[src/rtl/sclk_gen_pkg.sv]
package sclk_gen_pkg;

  typedef enum logic {
    GATE_PARKED  = 1'b0,
    GATE_RUNNING = 1'b1
  } gate_state_e;

  function automatic int unsigned max_half_log2(input int unsigned sel_w);
    return (1 << sel_w) - 1;
  endfunction

endpackage

[src/rtl/sclk_rst_sync.sv]
module sclk_rst_sync #(
  parameter int STAGES = 2
) (
  input  logic clk,
  input  logic rst_n,
  output logic rst_n_o
);

  logic [STAGES-1:0] sync_q;
  logic [STAGES-1:0] sync_d;

  always_comb begin
    sync_d = {sync_q[STAGES-2:0], 1'b1};
  end

  always_ff @(posedge clk or negedge rst_n) begin
    if (!rst_n) begin
      sync_q <= '0;
    end else begin
      sync_q <= sync_d;
    end
  end

  assign rst_n_o = sync_q[STAGES-1];

endmodule

[src/rtl/sclk_cfg_hold.sv]
module sclk_cfg_hold #(
  parameter int DIV_W = 2
) (
  input  logic             clk,
  input  logic             rst_n,
  input  logic             load_i,
  input  logic [DIV_W-1:0] div_i,
  input  logic             ph90_i,
  output logic [DIV_W-1:0] div_o,
  output logic             ph90_o
);

  logic [DIV_W-1:0] div_q, div_d;
  logic             ph90_q, ph90_d;

  always_comb begin
    div_d  = div_q;
    ph90_d = ph90_q;
    if (load_i) begin
      div_d  = div_i;
      ph90_d = ph90_i;
    end
  end

  always_ff @(posedge clk or negedge rst_n) begin
    if (!rst_n) begin
      div_q  <= '0;
      ph90_q <= 1'b0;
    end else if (load_i) begin
      div_q  <= div_d;
      ph90_q <= ph90_d;
    end
  end

  assign div_o  = div_q;
  assign ph90_o = ph90_q;

  // applied settings stay frozen while the clock is not parked
  a_r6_hold_while_running: assert property (@(posedge clk) disable iff (!rst_n)
    !$past(load_i) |-> ($stable(div_q) && $stable(ph90_q)));

endmodule

[src/rtl/sclk_gate_ctl.sv]
module sclk_gate_ctl
  import sclk_gen_pkg::*;
(
  input  logic clk,
  input  logic rst_n,
  input  logic en_run_i,
  input  logic en_boot_i,
  input  logic low_end_i,
  output logic start_o,
  output logic stop_o,
  output logic running_o,
  output logic parked_o
);

  logic        req_q;
  logic        req_d;
  gate_state_e state_q, state_d;

  always_comb begin
    req_d   = en_run_i | en_boot_i;
    state_d = state_q;
    start_o = 1'b0;
    stop_o  = 1'b0;
    unique case (state_q)
      GATE_PARKED: begin
        if (req_q) begin
          start_o = 1'b1;
          state_d = GATE_RUNNING;
        end
      end
      GATE_RUNNING: begin
        if (!req_q && low_end_i) begin
          stop_o  = 1'b1;
          state_d = GATE_PARKED;
        end
      end
      default: state_d = GATE_PARKED;
    endcase
  end

  always_ff @(posedge clk or negedge rst_n) begin
    if (!rst_n) begin
      req_q   <= 1'b0;
      state_q <= GATE_PARKED;
    end else begin
      req_q   <= req_d;
      state_q <= state_d;
    end
  end

  assign running_o = (state_q == GATE_RUNNING);
  assign parked_o  = (state_q == GATE_PARKED);

  // leaving the parked state needs a sampled request
  a_r3_start_needs_req: assert property (@(posedge clk) disable iff (!rst_n)
    $fell(parked_o) |-> $past(req_q));

  // parking only at the end of a low phase with no request
  a_r4_park_at_boundary: assert property (@(posedge clk) disable iff (!rst_n)
    $rose(parked_o) |-> ($past(low_end_i) && !$past(req_q)));

endmodule

[src/rtl/sclk_div_core.sv]
module sclk_div_core
  import sclk_gen_pkg::*;
#(
  parameter int DIV_W = 2
) (
  input  logic             clk,
  input  logic             rst_n,
  input  logic             running_i,
  input  logic             start_i,
  input  logic             stop_i,
  input  logic [DIV_W-1:0] div_i,
  input  logic             ph90_i,
  output logic             sclk_o,
  output logic             launch_o,
  output logic             low_end_o
);

  localparam int unsigned HALF_LOG2 = max_half_log2(DIV_W);
  localparam int CNT_W = (HALF_LOG2 > 0) ? HALF_LOG2 : 1;

  logic [CNT_W-1:0] cnt_q, cnt_d;
  logic             sclk_q, sclk_d;
  logic             launch_q, launch_d;
  logic [CNT_W-1:0] lim;
  logic [CNT_W-1:0] mid;
  logic             at_lim;
  logic             quarter_mode;
  logic             launch_pt;
  logic             cnt_en;

  always_comb begin
    lim          = CNT_W'((32'd1 << div_i) - 32'd1);
    mid          = lim >> 1;
    at_lim       = (cnt_q == lim);
    quarter_mode = ph90_i && (div_i != '0);
    launch_pt    = quarter_mode ? (cnt_q == mid) : at_lim;
    cnt_en       = start_i | stop_i | running_i;
  end

  always_comb begin
    cnt_d    = cnt_q;
    sclk_d   = sclk_q;
    launch_d = 1'b0;
    if (start_i) begin
      cnt_d  = '0;
      sclk_d = 1'b1;
    end else if (stop_i) begin
      cnt_d  = '0;
      sclk_d = 1'b0;
    end else if (running_i) begin
      launch_d = sclk_q && launch_pt;
      if (at_lim) begin
        cnt_d  = '0;
        sclk_d = ~sclk_q;
      end else begin
        cnt_d = cnt_q + 1'b1;
      end
    end
  end

  always_ff @(posedge clk or negedge rst_n) begin
    if (!rst_n) begin
      cnt_q  <= '0;
      sclk_q <= 1'b0;
    end else if (cnt_en) begin
      cnt_q  <= cnt_d;
      sclk_q <= sclk_d;
    end
  end

  always_ff @(posedge clk or negedge rst_n) begin
    if (!rst_n) begin
      launch_q <= 1'b0;
    end else begin
      launch_q <= launch_d;
    end
  end

  assign sclk_o    = sclk_q;
  assign launch_o  = launch_q;
  assign low_end_o = running_i && !sclk_q && at_lim;

  // in half-period mode the launch pulse coincides with the falling edge
  a_r8_launch_on_fall: assert property (@(posedge clk) disable iff (!rst_n)
    (launch_q && !quarter_mode) |-> $fell(sclk_q));

  // in quarter mode the launch pulse lands while the clock is high
  a_r9_launch_in_high: assert property (@(posedge clk) disable iff (!rst_n)
    (launch_q && quarter_mode) |-> (sclk_q && $stable(sclk_q)));

endmodule

[src/rtl/flash_sclk_gen.sv]
module flash_sclk_gen #(
  parameter int DIV_W      = 2,
  parameter int RST_STAGES = 2
) (
  input  logic             clk,
  input  logic             rst_n,
  input  logic             clk_en_run_i,
  input  logic             clk_en_boot_i,
  input  logic [DIV_W-1:0] div_sel_i,
  input  logic             phase90_i,
  input  logic             seq_idle_i,
  input  logic             bus_rd_busy_i,
  input  logic             bus_wr_busy_i,
  output logic             sclk_o,
  output logic             launch_o,
  output logic             clk_stopped_o,
  output logic             cfg_safe_o
);

  logic             rst_n_int;
  logic             start, stop, running, parked, low_end;
  logic [DIV_W-1:0] div_act;
  logic             ph90_act;

  sclk_rst_sync #(.STAGES(RST_STAGES)) u_rst_sync (
    .clk     (clk),
    .rst_n   (rst_n),
    .rst_n_o (rst_n_int)
  );

  sclk_gate_ctl u_gate (
    .clk       (clk),
    .rst_n     (rst_n_int),
    .en_run_i  (clk_en_run_i),
    .en_boot_i (clk_en_boot_i),
    .low_end_i (low_end),
    .start_o   (start),
    .stop_o    (stop),
    .running_o (running),
    .parked_o  (parked)
  );

  sclk_cfg_hold #(.DIV_W(DIV_W)) u_cfg (
    .clk    (clk),
    .rst_n  (rst_n_int),
    .load_i (parked),
    .div_i  (div_sel_i),
    .ph90_i (phase90_i),
    .div_o  (div_act),
    .ph90_o (ph90_act)
  );

  sclk_div_core #(.DIV_W(DIV_W)) u_div (
    .clk       (clk),
    .rst_n     (rst_n_int),
    .running_i (running),
    .start_i   (start),
    .stop_i    (stop),
    .div_i     (div_act),
    .ph90_i    (ph90_act),
    .sclk_o    (sclk_o),
    .launch_o  (launch_o),
    .low_end_o (low_end)
  );

  assign clk_stopped_o = parked;
  assign cfg_safe_o    = parked && seq_idle_i && !bus_rd_busy_i && !bus_wr_busy_i;

  // a parked clock holds its idle low level
  a_r4_parked_low: assert property (@(posedge clk) disable iff (!rst_n_int)
    clk_stopped_o |-> !sclk_o);

  // the stopped flag clears on the same edge as the first rising edge
  a_r3_unpark_with_rise: assert property (@(posedge clk) disable iff (!rst_n_int)
    $fell(clk_stopped_o) |-> $rose(sclk_o));

endmodule

[config.mk]
export PLATFORM = sky130hd
export DESIGN_NAME = flash_sclk_gen
export DESIGN_NICKNAME = d
export VERILOG_FILES = /design/src/rtl/sclk_gen_pkg.sv /design/src/rtl/sclk_rst_sync.sv /design/src/rtl/sclk_cfg_hold.sv /design/src/rtl/sclk_gate_ctl.sv /design/src/rtl/sclk_div_core.sv /design/src/rtl/flash_sclk_gen.sv
export SDC_FILE = /design/constraint.sdc
export NUM_CORES = 1
export LEC_CHECK = 0
export ABC_AREA = 1
export BUFFER_PORTS_ARGS = -buffer_cell sky130_fd_sc_hd__buf_4
export CELL_PAD_IN_SITES_DETAIL_PLACEMENT = 1
export CELL_PAD_IN_SITES_GLOBAL_PLACEMENT = 2
export CORE_UTILIZATION = 26
export DETAILED_ROUTE_END_ITERATION = 8
export GPL_TIMING_DRIVEN = 0
export PLACE_DENSITY_LB_ADDON = 0.1
export SETUP_SLACK_MARGIN = 0.3
export SLEW_MARGIN = 40
export SYNTH_ARGS = -nofsm -noshare
export SYNTH_HDL_FRONTEND = slang
export SYNTH_HIERARCHICAL = 1
export SYNTH_SLANG_ARGS = --single-unit
[constraint.sdc]
create_clock -name clk -period 0.9 [get_ports clk]
set_clock_uncertainty 0.2 [all_clocks]
set_input_delay 0.09 -clock clk [delete_from_list [all_inputs] [get_ports clk]]
set_output_delay 0.09 -clock clk [all_outputs]
set_load 0.01 [all_outputs]
== Word level (Yosys, flattened, before mapping) ==
Cells that the tools add are included.
W data, S select, Z words.
Storage, ports and cells
  bits in registers: 12
  word-level logic and storage cells: 53
Operators by class
  add/sub/neg operators: 2
  equality and inequality tests: 2
  shifts and indexed selects: 1
  mux-type cells: 18
  bitwise gates (word level): 5
  reduce and logical (&&, ||, !) cells: 17
Operator list (count)
  $mux W1: 13
  $mux W3: 4
  $logic_and A1 B1 Y1: 8
  $reduce_bool A3 Y1: 2
  $logic_not A1 Y1: 4
  $add A3 B1 Y3 const B: 1
  $eq A3 B2 Y1: 1
  $eq A3 B3 Y1: 1
  $or A1 B1 Y1: 3
  $reduce_and A3 Y1: 1
  $shl A1 B2 Y3 const A: 1
  $sub A3 B1 Y3 const B: 1
  $not A1 Y1: 2
  $pmux W1 S2: 1
  $reduce_and A2 Y1: 1
  $reduce_bool A2 Y1: 1

== Logic depth before layout (Yosys ltp) ==
Gate-level depths: netlist of the first run.
  depth after elaboration: 10
  depth in mapped cells: 12

== Modules after synthesis ==
The synthesis of the first run kept the hierarchy.
Modules (own cells, without submodules)
  sclk_div_core: times used 1, cells each 53, area an instance 380.4 µm², sequential area each 125.1 µm²
  sclk_cfg_hold: times used 1, cells each 13, area an instance 112.6 µm², sequential area each 75.1 µm²
  sclk_gate_ctl: times used 1, cells each 11, area an instance 86.3 µm², sequential area each 50.0 µm²
  sclk_rst_sync: times used 1, cells each 3, area an instance 53.8 µm², sequential area each 50.0 µm²
  flash_sclk_gen: times used 1, cells each 5, area an instance 21.3 µm², sequential area each 0.0 µm²

== Least setup slack after synthesis of the first run ==
OpenSTA, ideal clock, no wires.
  path kind: register to register
  start point: reg u_cfg.div_q[1], in the netlist u_cfg/div_o[1]
  end point: reg u_div.cnt_q[2]
  library setup time: 0.123 ns
  data arrival time: 1.550 ns
  data required time: 0.577 ns
  path slack: -0.973 ns
  cell stages (with the launch flop): 13
  clock period less this slack: 1.873 ns
  cell sequence: dfrtp_1 nand2_1 nand2_1 nand2_2 nand4_1 nor2_1 nand2_1 nor2_1 nor2_4 nand2_2 nand2_1 xor2_1 a21oi_2
On the way
  cells in the longest elaborated chain, start to end: 10
Ends and longest elaborated chain
  start, declared: RTL line sclk_cfg_hold.sv:13  | logic [DIV_W-1:0] div_q, div_d;
  start signal, assigned: RTL line sclk_cfg_hold.sv:30  | div_q <= div_d;
  $shl A1 B2 Y3 *: RTL line sclk_div_core.sv:32  | lim = CNT_W'((32'd1 << div_i) - 32'd1);
  $sub A3 B1 Y3 *: RTL line sclk_div_core.sv:32
  $eq A3 B3 Y1 *: RTL line sclk_div_core.sv:34  | at_lim = (cnt_q == lim);
  $logic_and A1 B1 Y1 *: RTL line sclk_div_core.sv:81  | assign low_end_o = running_i && !sclk_q && at_lim;
  named net low_end: RTL line flash_sclk_gen.sv:21  | logic start, stop, running, parked, low_end;
  $logic_and A1 B1 Y1 *: RTL line sclk_gate_ctl.sv:32  | if (!req_q && low_end_i) begin
  $mux W1 *: RTL line sclk_gate_ctl.sv:32
  $mux W1 *: RTL line sclk_gate_ctl.sv:24  | unique case (state_q)
  named net stop: RTL line flash_sclk_gen.sv:21
  $or A1 B1 Y1 (2 in series): RTL line sclk_div_core.sv:37  | cnt_en = start_i | stop_i | running_i;
  $reduce_and A2 Y1 (no line)
  end signal, assigned: RTL line sclk_div_core.sv:66  | cnt_q <= cnt_d;
  end, declared: RTL line sclk_div_core.sv:21  | logic [CNT_W-1:0] cnt_q, cnt_d;
Mark *: on every way through the listed nets, which the timed path passes. The rest lies on a longest branch. The select of a mux whose other input is x is not followed.
A chain may end at the register's enable or synchronous reset.

== Final worst setup path of the first run ==
Ends and elaborated chain as after synthesis.

==> results.toml, run 1 <==
[timing]
fin_crit_sh_pct = 207
setup_slack_ns = -0.963
max_freq_mhz = 537
finalHoldViolCount = 16
rsz0062_at_grt = "true"
period_needed_ns = 1.86
setup_viol = 13
finalMaxSlewViolations = 0
holdWs_ns = -0.197

[clock_tree]
ctsHoldBuffers = 1
cts_root_buffer = "clkbuf_4"
cts.clk_slew.worst_paths_ns = 0.08
clock_path_buffers = 2
cts_made_buffers = 3
cts_max_level = 1
cts_tree = "yes"
clkSinkCount = 12
clk_latency_ns = 0.27

[floorplan]
io_pins = 14
core-area_mm2 = 0.00230
start_util_pct = 28.5
die_y_um = 52.2
die_w_um = 52.2
row_count = 17
dieArea_mm2 = 0.00272

[place]
gp_congestion = 0.691
placed_area_um2 = 791
io_buffer_count = 13
dp_hpwl_mm = 1.03

[synthesis]
avgSynthCellArea_um2 = 7.70
synth_fp_nets = 96
netlist.area_leader.share_pct = 45.9
ys_top_cells_by_area = "dfrtp_1 46%, nand2_1 14%, inv_1 6.9%"
synth_top_family_by_area = "simple AND/OR/NAND/NOR gates"
yosys.area_share.simple_pct = 35.4
syn_area_um2 = 654
synth_edf_count = 0
synth_xor_area_share_pct = 2.68
synth_most_common_cell = "nand2_1"
synth_mux_area_share_pct = 0
synthCells = 85
synth-async-reset-ratio_pct = 100
synthAdderAreaFrac_pct = 1.91
ys.flop_type = "dfrtp_1"
synth_compound_area_share_pct = 5.54
synth-seq-cells = 12
yosysSeqAreaShare_pct = 45.9
synth_warnings = 6
yosys.area.top_type = "dfrtp_1"
ys_types = 21
synthTopCellsByCount = "25 x nand2_1, 12 x dfrtp_1, 12 x inv_1"

[routing]
route.met3.wl_um = 69
vias = 632
first_iter_violations = 4
met2WireLength_um = 826
dr.pass1.iters = 4
routedWlPerCell_um = 10.8
ant_nets = 0
dr.max_layer_used = "met4"
drt_wl_total_mm = 1.55
wl_met1_um = 638
drc = 0
vias_per_cell = 4.42

[setup_path]
cp-start-kind = "flip-flop"
cp-endpoint = "u_div/cnt_q[2]"
worstPathMaxFanout = 8
r2r_cells = 12
crit_type = "flip-flop to flip-flop"
ff2ff_setup_slack_ns = -0.96
worstReg2RegEnd = "u_div/cnt_q[2]"
end_kind = "flip-flop"
arrival_ns = 1.87
crit_start = "u_cfg/div_o[1]"
critical_path_required_ns = 0.91
reg2reg_from = "u_cfg/div_o[1]"

[global_route]
grt_overflow = 0
grt_usage_pct = 13.4
grt_pass1_wl_mm = 2.55
grt_start_max_net_pins = 11
grt_pass1_vias = 602
antenna_found_initial = 0

[hold_path]
hold_depth = 2
hold_class = "input pin to flip-flop"

[finish]
drive_gt1_share_pct = 42.6
utilization_pct = 43.1
stdcell_area_um2 = 990
final_nets = 127
diodes = 0
area_growth_pct = 51.2

[run_status]
violations = "hold timing, setup timing"
status = "finished with violations"

[power_and_ir_drop]
power_density_mw_per_mm2 = 2990
ir_drop_uv = 1250
leakage_uw = 0.000517
finalPower_uw = 2960

[run]
maxCapViolCount = 0
## registers in the layout, indices dropped and copies added, names as in the netlist
name               count
u_cfg/div_o            2
u_div/cnt_q            3
u_gate/req_q           1
u_div/sclk_o           1
u_gate/running_o       1
u_div/launch_o         1
u_rst_sync/sync_q      2
u_cfg/ph90_o           1
## worst max-delay path, cell delays in order (launching register included)
cell and delay (ns):
dfrtp_2 0.46, nor2_1 0.10, nand2_1 0.06, nand2_2 0.07, nand4_1 0.12, nor2_1 0.14
nand2_1 0.11, nor2_4 0.12, nor2_4 0.04, nand2_2 0.09, nand2_2 0.05, xor2_1 0.14
a21oi_2 0.10
## cell usage in the layout (no fill, tap or decap)
cell	synthesis	final
a21oi_2	1	1
nor2_1	6	5
inv_6	0	1
dfrtp_1	12	8
nor2_4	1	2
ha_1	1	1
dfrtp_2	0	4
dlygate4sd3_1	0	1
nand4_1	4	4
buf_12	0	1
clkbuf_8	0	1
clkbuf_4	0	3
nand2_1	25	22
nand2_2	5	7
nand3_1	5	4
xor2_1	2	2
conb_1	1	1
inv_2	1	1
buf_6	0	5
o21bai_1	1	1
clkinv_1	1	1
buf_4	0	19
nand3_2	1	2
a21oi_1	1	1
nor2_2	1	1
o21ai_1	1	1
nand2_4	0	1
or2_1	1	1
o21ai_0	2	2
inv_1	12	11
## kinds of logic after synthesis
family / after synthesis
fa+ha+maj: 1
flops: 12
xor+xnor: 2
compound gates: 6
buf+inv: 14
simple gates: 49
other cells: 1
## how the worst min path moves through the flow
stage / to / start
floorplan: u_rst_sync/sync_q[0] / rst_n
global placement: u_rst_sync/sync_q[0] / rst_n
CTS: u_gate/req_q / clk_en_run_i
global route: u_gate/req_q / clk_en_run_i
finish: u_gate/req_q / clk_en_run_i
detailed placement: u_rst_sync/sync_q[0] / rst_n
## final cells by class
class                           instances  area (µm²)
Inverter                               14        57.6
Tap cell                               28        35.0
Fill cell                             284        1310
Clock buffer                            4        36.3
Sequential cell                        12         305
Multi-Input combinational cell         59         327
Timing Repair Buffer                   26         229
## power by group
part | total [µW] | switching, µW | internal (µW) | leakage, µW
logic | 1610 | 844 | 764 | 0.000357
registers | 923 | 187 | 736 | 0.000139
clock network | 431 | 186 | 246 | 0.0000210
total | 2960 | 1220 | 1750 | 0.000517
## metal layers
layer	global-route usage (%)	vias up
met5	0	-
met4	3.95	0
met3	5.22	2
met2	23.9	15
met1	14.4	293
li1	-	322
## repair_timing
item | 4_1_cts | 5_1_grt
pin swaps | 6 | 9
hold endpoints to repair | 16 | 16
gates resized for setup | 8 | 8
endpoints found under the setup margin | 24 | 17
buffers inserted | 10 | 2
## per-stage QoR
stage	TNS (ns)	worst slack (ns)	instances	hold WS [ns]
floorplan	-4.88	-0.922	85	-0.406
global placement	-6.36	-1.11	126	-0.328
detailed placement	-6.37	-1.11	126	-0.326
CTS	-7.55	-1.04	141	-0.215
global route	-8.42	-1.15	143	-0.197
finish	-7.12	-0.963	143	-0.197
No activity file was read; power rests on OpenSTA's default activity.
==> run 2, diff against run 1 <==
--- a/config.mk
+++ b/config.mk
@@ -5,11 +5,10 @@
 export SDC_FILE = /design/constraint.sdc
 export NUM_CORES = 1
 export LEC_CHECK = 0
-export ABC_AREA = 1
 export BUFFER_PORTS_ARGS = -buffer_cell sky130_fd_sc_hd__buf_4
 export CELL_PAD_IN_SITES_DETAIL_PLACEMENT = 1
 export CELL_PAD_IN_SITES_GLOBAL_PLACEMENT = 2
-export CORE_UTILIZATION = 26
+export CORE_UTILIZATION = 29
 export DETAILED_ROUTE_END_ITERATION = 8
 export GPL_TIMING_DRIVEN = 0
 export PLACE_DENSITY_LB_ADDON = 0.1
==> run 2 against run 1 <==
Critical path depth unchanged. Critical path type unchanged. Combinational power up 34%. Largest cell class unchanged. The run still ends with hold timing, setup timing left. Area after synthesis up 7.6%. First-iteration DRC count down 25%.
==> results.toml, run 2 <==
[synthesis]
netlist.area_leader.share_pct = 42.6
synthCells = 67
synth-seq-cells = 12
yosysSeqAreaShare_pct = 42.6
yosys.area.top_type = "dfrtp_1"
ys.flop_type = "dfrtp_1"
avgSynthCellArea_um2 = 10.5
ys_top_cells_by_area = "dfrtp_1 43%, mux2_2 4.8%, nor3b_1 4.3%"
synth_fp_nets = 78
ys_types = 41
synth_warnings = 6
synthTopCellsByCount = "12 x dfrtp_1, 4 x nand2_1, 4 x nor3b_1"
synth_edf_count = 0
syn_area_um2 = 704
synth_most_common_cell = "dfrtp_1"
synth-async-reset-ratio_pct = 100

[run_status]
violations = "hold timing, setup timing"
status = "finished with violations"

[clock_tree]
cts_max_level = 1
clk_latency_ns = 0.27
cts_made_buffers = 3
ctsHoldBuffers = 1
cts_root_buffer = "clkbuf_4"
clock_path_buffers = 2
cts_tree = "yes"
cts.clk_slew.worst_paths_ns = 0.08
clkSinkCount = 12

[floorplan]
start_util_pct = 31.2
die_w_um = 51.3
io_pins = 14
core-area_mm2 = 0.00225
dieArea_mm2 = 0.00263
row_count = 17
die_y_um = 51.3

[timing]
tns_ns = -12.08
setup_viol = 13
period_needed_ns = 2.46
finalHoldViolCount = 16
setup_slack_ns = -1.56
rsz0062_at_grt = "true"
fin_crit_sh_pct = 274
finalMaxSlewViolations = 0
holdWs_ns = -0.198
max_freq_mhz = 406

[power_and_ir_drop]
power_density_mw_per_mm2 = 3130
cellInternalPower_uw = 2320
p_comb_share_pct = 60.0
switching_share_pct = 35.8
sequentialPowerShare_pct = 28.1
ir_drop_uv = 1490
p_switching_uw = 1290
clockPowerShare_pct = 11.9
leakage_uw = 0.000511

[global_route]
antenna_found_initial = 0
grt_start_max_net_pins = 11
grt_overflow = 0
grt_pass1_vias = 705
grt_pass1_wl_mm = 3.04
grt_usage_pct = 15.9

[place]
io_buffer_count = 13
dpl_worst_slack_ns = -1.80
dp_hpwl_mm = 1.13
gp_congestion = 0.686

[setup_path]
cp-start-kind = "flip-flop"
crit_type = "flip-flop to flip-flop"
worstPathMaxFanout = 4
crit_chain = "buf_6 > or4_4 > nor2_4 > nor2_2 > nor3b_2 > inv_2 > buf_4 > buf_6 > buf_6 > buf_6 > buf_6 > a21o_2"
arrival_ns = 2.43
critical-path-max-stage-delay_ns = 0.53
crit_slowest_cell = "or4_4"
end_kind = "flip-flop"
cp_common_cell = "buf_6"
critical_path_required_ns = 0.87

[finish]
utilization_pct = 51.1
mostFrequentLayoutCell = "buf_4"
drive_gt1_share_pct = 63.5
final_nets = 116
largest_reg_flops = 3
nFillCells = 276
top_register = "u_div/cnt_q"
diodes = 0
area_growth_pct = 63.6
layout_common_cells = "19 x buf_4, 15 x buf_6, 8 x dfrtp_1, 4 x dfrtp_2, 4 x nand2_1"

[routing]
dr.pass1.iters = 4
drt_wl_total_mm = 1.79
vias = 660
drc = 0
vias_per_cell = 5.00
first_iter_violations = 3
ant_nets = 0
routedWlPerCell_um = 13.5

[hold_path]
hold_class = "input pin to flip-flop"

[run]
maxCapViolCount = 0
-- run 2: path summary, 6_finish.rpt --
| path | startpoint | end | slack (ns) | cells after the start |
|---|---|---|---|---|
| min in group asynchronous | u_rst_sync/sync_q[1] | u_gate/req_q | -0.07 | 0 |
| worst max-delay path | u_div/cnt_q[2] | u_gate/running_o | -1.56 | 12 |
| worst max register to register | u_div/cnt_q[2] | u_gate/running_o | -1.56 | 12 |
| max in group asynchronous | u_rst_sync/sync_q[1] | u_cfg/div_o[1] | 0.36 | 0 |
| worst min-delay path | clk_en_run_i | u_gate/req_q | -0.20 | 2 |
| worst min register to register | u_rst_sync/sync_q[1] | u_gate/req_q | -0.07 | 0 |
-- run 2: power by group through the flow --
stage	clock (µW)	combinational, µW	sequential, µW
floorplan	0	941	961
global placement	0	1210	1020
detailed placement	0	1240	1020
CTS	444	1980	1010
global route	482	2380	1060
finish	431	2160	1010
-- run 2: cell families after synthesis --
| group | Yosys count | synth area share [%] |
|---|---|---|
| and+or+nand+nor | 31 | 31.1 |
| muxes | 3 | 4.80 |
| buffers and inverters | 6 | 4.44 |
| AOI/OAI and AO/OA | 12 | 13.5 |
| other | 1 | 0.532 |
| DFF | 12 | 42.6 |
| adders and majority gates | 1 | 1.78 |
| xor gates and xnor gates | 1 | 1.24 |
-- run 2: worst max-delay path: cells and delay by family (launching register included) --
family / cells / cell delay, ns
buffers and inverters: 7 / 0.74
AO/OA/AOI/OAI: 1 / 0.17
flip-flops: 1 / 0.38
AND/OR/NAND/NOR: 4 / 0.87
-- run 2: stage by stage --
stage	std cells	cell area (µm²)	power (µW)
finish	132	1150	3610
global route	132	1150	3920
CTS	131	1090	3440
detailed placement	108	837	2260
global placement	108	837	2230
floorplan	67	704	1900
-- run 2: area by class of cell --
class,count,area [µm²],area share (%)
Timing Repair Buffer,33,299,25.9
Multi-Input combinational cell,49,437,37.9
Inverter,3,13.8,1.19
Clock buffer,4,36.3,3.15
Sequential cell,12,305,26.5
Tap cell,28,35.0,3.04
Buffer,3,26.3,2.28
-- run 2: timing repair --
action                     in CTS  in global routing
setup buffers                  18                  1
pin swaps                       9                  4
setup endpoints to repair      24                 14
resized for setup              23                 13
hold endpoints to repair       16                 16
-- run 2: metal layers --
metal  GRT usage, %  wire, µm  vias to the layer above
met5              0         0                        -
li1               -         -                      320
met4           8.11        17                        0
met1           18.7       728                      334
met3           2.68        29                        2
met2           27.6      1010                        4
